File: src/rtl/lbuf_pkg.sv
package lbuf_pkg;
  typedef enum logic [1:0] {
    FS_IDLE = 2'd0,
    FS_FILL = 2'd1,
    FS_DROP = 2'd2
  } fill_state_t;
endpackage

File: src/rtl/lbuf_ctrl.sv
module lbuf_ctrl
  import lbuf_pkg::*;
#(
  parameter int TAG_W      = 17,
  parameter int OFF_W      = 7,
  parameter int SEQ_W      = 4,
  parameter int LINE_BYTES = 128
) (
  input  logic                clk,
  input  logic                rst_n,
  input  logic                rd_req,
  input  logic [TAG_W-1:0]    req_tag,
  input  logic [OFF_W-3:0]    req_word,
  input  logic                inval,
  input  logic [SEQ_W-1:0]    cfg_seq_idx,
  input  logic                fill_valid,
  output logic                serve,
  output logic                fill_we,
  output logic [OFF_W-1:0]    fill_off,
  output logic                seq_start,
  output logic [SEQ_W-1:0]    seq_idx,
  output logic [TAG_W-1:0]    seq_tag
);
  localparam int CNT_W = OFF_W + 1;

  fill_state_t       state;
  logic              line_valid;
  logic [TAG_W-1:0]  line_tag;
  logic [CNT_W-1:0]  fill_ptr;
  logic [OFF_W-2:0]  words_done;
  logic              tag_match;
  logic              miss;
  logic              last_byte;

  assign words_done = fill_ptr[CNT_W-1:2];
  assign tag_match  = (line_tag == req_tag);
  assign serve      = rd_req && tag_match &&
                      (line_valid || (state == FS_FILL && {1'b0, req_word} < words_done));
  assign miss       = rd_req && !serve && (state == FS_IDLE);
  assign fill_we    = fill_valid && (state != FS_IDLE);
  assign fill_off   = fill_ptr[OFF_W-1:0];
  assign last_byte  = fill_we && (fill_ptr == CNT_W'(LINE_BYTES - 1));
  assign seq_tag    = line_tag;

  always_ff @(posedge clk) begin
    if (!rst_n) begin
      state      <= FS_IDLE;
      line_valid <= 1'b0;
      line_tag   <= '0;
      fill_ptr   <= '0;
      seq_start  <= 1'b0;
      seq_idx    <= '0;
    end else begin
      seq_start <= miss;
      if (miss) begin
        line_tag   <= req_tag;
        line_valid <= 1'b0;
        state      <= FS_FILL;
        fill_ptr   <= '0;
        seq_idx    <= cfg_seq_idx;
      end else if (last_byte) begin
        state      <= FS_IDLE;
        fill_ptr   <= '0;
        line_valid <= (state == FS_FILL) && !inval;
      end else begin
        if (fill_we) fill_ptr <= fill_ptr + 1'b1;
        if (inval && state == FS_FILL) state <= FS_DROP;
        if (inval) line_valid <= 1'b0;
      end
    end
  end


  seq_pulse_chk: assert property (@(posedge clk) disable iff (!rst_n)
    seq_start |=> !seq_start);

  seq_idx_chk: assert property (@(posedge clk) disable iff (!rst_n)
    seq_start |-> seq_idx == $past(cfg_seq_idx));

  fill_busy_chk: assert property (@(posedge clk) disable iff (!rst_n)
    (state != FS_IDLE) |=> !seq_start);

  inval_clear_chk: assert property (@(posedge clk) disable iff (!rst_n)
    (inval && !last_byte) |=> !line_valid);

  valid_rise_chk: assert property (@(posedge clk) disable iff (!rst_n)
    $rose(line_valid) |-> $past(last_byte));

  drop_no_serve_chk: assert property (@(posedge clk) disable iff (!rst_n)
    (state == FS_DROP) |-> !serve);
endmodule

File: src/rtl/lbuf_store.sv
module lbuf_store #(
  parameter int OFF_W      = 7,
  parameter int LINE_BYTES = 128
) (
  input  logic             clk,
  input  logic             we,
  input  logic [OFF_W-1:0] wr_off,
  input  logic [7:0]       wr_byte,
  input  logic [OFF_W-3:0] rd_word,
  output logic [31:0]      rd_data
);
  logic [7:0] mem [LINE_BYTES];

  always_ff @(posedge clk) begin
    if (we) mem[wr_off] <= wr_byte;
  end

  for (genvar j = 0; j < 4; j++) begin : g_lane
    assign rd_data[8*j +: 8] = mem[{rd_word, 2'(j)}];
  end
endmodule

File: src/rtl/flash_line_buffer.sv
module flash_line_buffer #(
  parameter int ADDR_W     = 24,
  parameter int LINE_BYTES = 128,
  parameter int SEQ_W      = 4
) (
  input  logic              clk,
  input  logic              rst_n,
  input  logic              rd_req,
  input  logic [ADDR_W-3:0] rd_word_addr,
  output logic              rd_ready,
  output logic [31:0]       rd_data,
  input  logic              inval,
  input  logic [SEQ_W-1:0]  cfg_seq_idx,
  output logic              seq_start,
  output logic [SEQ_W-1:0]  seq_idx,
  output logic [ADDR_W-1:0] seq_addr,
  input  logic              fill_valid,
  input  logic [7:0]        fill_byte
);
  localparam int OFF_W  = $clog2(LINE_BYTES);
  localparam int WIDX_W = OFF_W - 2;
  localparam int WA_W   = ADDR_W - 2;
  localparam int TAG_W  = ADDR_W - OFF_W;

  function automatic logic [TAG_W-1:0] tag_of(input logic [WA_W-1:0] wa);
    return wa[WA_W-1:WIDX_W];
  endfunction

  function automatic logic [WIDX_W-1:0] word_of(input logic [WA_W-1:0] wa);
    return wa[WIDX_W-1:0];
  endfunction

  logic              fill_we;
  logic [OFF_W-1:0]  fill_off;
  logic [TAG_W-1:0]  seq_tag;

  lbuf_ctrl #(
    .TAG_W(TAG_W), .OFF_W(OFF_W), .SEQ_W(SEQ_W), .LINE_BYTES(LINE_BYTES)
  ) u_ctrl (
    .clk(clk), .rst_n(rst_n), .rd_req(rd_req),
    .req_tag(tag_of(rd_word_addr)), .req_word(word_of(rd_word_addr)),
    .inval(inval), .cfg_seq_idx(cfg_seq_idx), .fill_valid(fill_valid),
    .serve(rd_ready), .fill_we(fill_we), .fill_off(fill_off),
    .seq_start(seq_start), .seq_idx(seq_idx), .seq_tag(seq_tag)
  );

  lbuf_store #(.OFF_W(OFF_W), .LINE_BYTES(LINE_BYTES)) u_store (
    .clk(clk), .we(fill_we), .wr_off(fill_off), .wr_byte(fill_byte),
    .rd_word(word_of(rd_word_addr)), .rd_data(rd_data)
  );

  assign seq_addr = {seq_tag, {OFF_W{1'b0}}};


  ready_needs_req_chk: assert property (@(posedge clk) disable iff (!rst_n)
    rd_ready |-> rd_req);

  start_hold_chk: assert property (@(posedge clk) disable iff (!rst_n)
    (!seq_start && !$past(rd_req)) |-> $stable(seq_addr));
endmodule

File: config.mk
export PLATFORM = sky130hd
export DESIGN_NAME = flash_line_buffer
export DESIGN_NICKNAME = d
export VERILOG_FILES = /design/src/rtl/lbuf_pkg.sv /design/src/rtl/lbuf_ctrl.sv /design/src/rtl/lbuf_store.sv /design/src/rtl/flash_line_buffer.sv
export SDC_FILE = /design/constraint.sdc
export NUM_CORES = 1
export LEC_CHECK = 0
export CAP_MARGIN = 20
export CORE_MARGIN = 2
export CORE_UTILIZATION = 45
export CTS_CLUSTER_SIZE = 30
export DETAILED_ROUTE_END_ITERATION = 12
export DONT_BUFFER_PORTS = 1
export GPL_TIMING_DRIVEN = 0
export PLACE_DENSITY_LB_ADDON = 0.15
export SLEW_MARGIN = 30
export SYNTH_ARGS = -nofsm -noshare
export SYNTH_HDL_FRONTEND = slang
export SYNTH_SLANG_ARGS = --single-unit
export TNS_END_PERCENT = 20
File: constraint.sdc
create_clock -name clk -period 2.4 [get_ports clk]
set_input_delay 0.48 -clock clk [delete_from_list [all_inputs] [get_ports clk]]
set_output_delay 0.48 -clock clk [all_outputs]
set_load 0.02 [all_outputs]
==> results.toml <==
[outcome]
run_status = "finished, violations left"
violations = "setup timing"

[sta]
slew_violations = 0
finalHoldViolCount = 0
worst_clock_skew_ns = 0.0294
fin_crit_sh_pct = 121
slew_headroom_pct = 35.2
setup_tns_ns = -31.33
rsz0062_at_grt = "true"
fin_hold_ws_ns = 0.0545
clock.fmax_mhz = 343
setup_ws_ns = -0.516
final-setup-viol-count = 168
post-route-min-period_ns = 2.92
worstMarginPinSlew_ns = 0.972

[pwr]
power_frac_comb_pct = 6.0
p_per_area_mw_per_mm2 = 795
clockPowerShare_pct = 41.5
seqPwrFrac_pct = 52.4
p_sw_mw = 8.38
ir_worst_vdd_mv = 0.542
switching_share_pct = 21.6
p_int_mw = 30.4
p_leak_nw = 14.9

[cts]
worstSkewPairLatency_ns = 0.67
cts_root_buf = "clkbuf_16"
clk_pin_slew_worst_paths_ns = 0.06
clk_path_buf_depth = 3
cts_num_sinks = 1057
h-tree-depth = 3
numCtsBuffers = 108
cts_tree = "done"

[floorplanning]
die_h_um = 306
die_area_mm2 = 0.0939
core-area_mm2 = 0.0903
start_util_pct = 45.6
rows = 110
die_w_um = 306
ios = 101

[logic_synthesis]
yosysSeqAreaShare_pct = 76.3
yosys_warnings = 0
synthFlopType = "edfxtp_1"
synth-edff-count = 1024
synthArstFlopShare_pct = 0
avgSynthCellArea_um2 = 21.6
syn-cell-area_mm2 = 0.0412
synth_seq_cells = 1057
synth_cells = 1908
synthDistinctLibCells = 35

[setup_path]
cp-start-kind = "register"
path_cells = "mux4_2 -> mux4_2 -> nor2_4 -> a221oi_4"
crit_type = "register to output port"
reg2reg_depth = 5
cp.depth = 4
cp-end-kind = "output port"
slowest_delay_ns = 0.53
critPathMaxFanout = 1
r2r_setup_slack_ns = -0.20
crit_buf_inv = 0
cpMaxStageDelayCell = "mux4_2"
crit_path_frequent_cell = "mux4_2"
required_ns = 1.92
critPathTopFamily = "multiplexers"
critPathArrivalTime_ns = 2.44

[route]
drc = 0
drtAntennaViolNets = 0
dr_total_vias = 19409
drtPass1Iterations = 5
wl_per_cell_um = 29.6
viasPerCell = 5.82
wirelength_mm = 98.7
drtIter0Drc = 1774

[place]
numPortBuffers = 0
routabilityCongestion = 0.829
dpl.cell_count = 3091
dp_hpwl_mm = 62.0

[global_route]
grt_max_degree = 129
grt_pass1_vias = 20169
antenna_found_initial = 3
globalRouteOverflowTotal = 0
grt_pass1_wl_mm = 142
grt_usage_pct = 21.2

[final_layout]
nets = 2110
drive_gt1_share_pct = 37.3
n_antenna_cell = 0
fin_util_pct = 54.0
layout_commonest_cell = "edfxtp_1"
mostFrequentLayoutCells = "1024 x edfxtp_1, 288 x mux4_2, 113 x clkbuf_16"
finish.cell_count_without_fillers = 3334
syn_to_final_growth_pct = 18.4

[min_path]
hold_depth = 2
hold_path_class = "input port to register"

[job]
cap_viol_max_count = 0
[cell usage after synthesis, drive strengths merged (15+ instances only)]
cell,count,area (um2)
nand3,15,75.1
edfxtp,1024,30700
mux4,288,6490
dfxtp,33,661
clkbuf,47,176
xnor2,20,175
mux2i,87,871
buf,67,433
nor2,167,627
a221oi,32,280
nand2,66,248
nor3,16,80.1
[power by group through the flow]
stage | logic, mW | clock network, mW | registers [mW]
3_5_place_dp | 1.70 | 0 | 20.7
2_1_floorplan | 1.20 | 0 | 20.7
4_1_cts | 2.30 | 16.4 | 20.3
3_3_place_gp | 1.68 | 0 | 20.7
5_1_grt | 2.47 | 17.1 | 20.3
6_report | 2.34 | 16.1 | 20.3
[final cells by class]
class	count	area, um2
Buffer	113	928
Clock buffer	137	2880
Clock inverter	65	531
Fill cell	6875	41500
Inverter	5	21.3
Multi-Input combinational cell	738	10900
Sequential cell	1057	31500
Tap cell	1176	1470
Timing Repair Buffer	43	572
[cell families after synthesis]
| logic type | count (synthesis) | share of synthesized area, % |
|---|---|---|
| AO/OA/AOI/OAI | 44 | 0.869 |
| XOR/XNOR | 23 | 0.489 |
| adder cells (fa/ha/maj) | 5 | 0.152 |
| buffers and inverters | 119 | 1.53 |
| flip-flops | 1057 | 76.3 |
| multiplexers | 375 | 17.9 |
| other | 1 | 0.00911 |
| AND/OR/NAND/NOR | 284 | 2.81 |
[stage by stage]
step,power [mW],setup slack [ns],instance area [um2]
after detailed placement,22.4,-1.10,43000
after global routing,39.9,-0.591,48800
after global placement,22.4,-1.42,42900
final,38.8,-0.516,48800
after CTS,39.0,-0.567,48200
after floorplan,21.9,-0.115,41400
[routing by layer]
layer | global-route usage (%) | wire length (um)
met5 | 0 | 0
met3 | 3.03 | 4990
met2 | 34.6 | 48600
met1 | 30.2 | 42800
met4 | 5.65 | 2270
[sequential cells by signal, summed over array words and instances (netlist names)]
register,flops
u_store.mem,1024
u_ctrl.seq_tag,17
u_ctrl.fill_ptr,8
u_ctrl.seq_idx,4
u_ctrl.state,2
u_ctrl.line_valid,1
u_ctrl.seq_start,1
[timing repair]
item                                    in CTS  in global routing
hold endpoints to repair                  1022                  0
endpoints found under the setup margin    1052               1023
pin swaps                                    7                 15
gates resized for setup                    352                144
hold buffers                                33                  0
cloned                                       0                  3
buffers inserted                             2                  4
[final timing paths]
kind	from	end
hold / removal	inval	u_ctrl.state[1]
setup reg to reg	u_ctrl.fill_ptr[0]	u_store.mem[7][6]
hold reg to reg	u_ctrl.seq_tag[0]	u_ctrl.seq_tag[0]
setup / recovery	u_store.mem[42][3]	rd_data[19]
(Power assumes the default switching activity.)
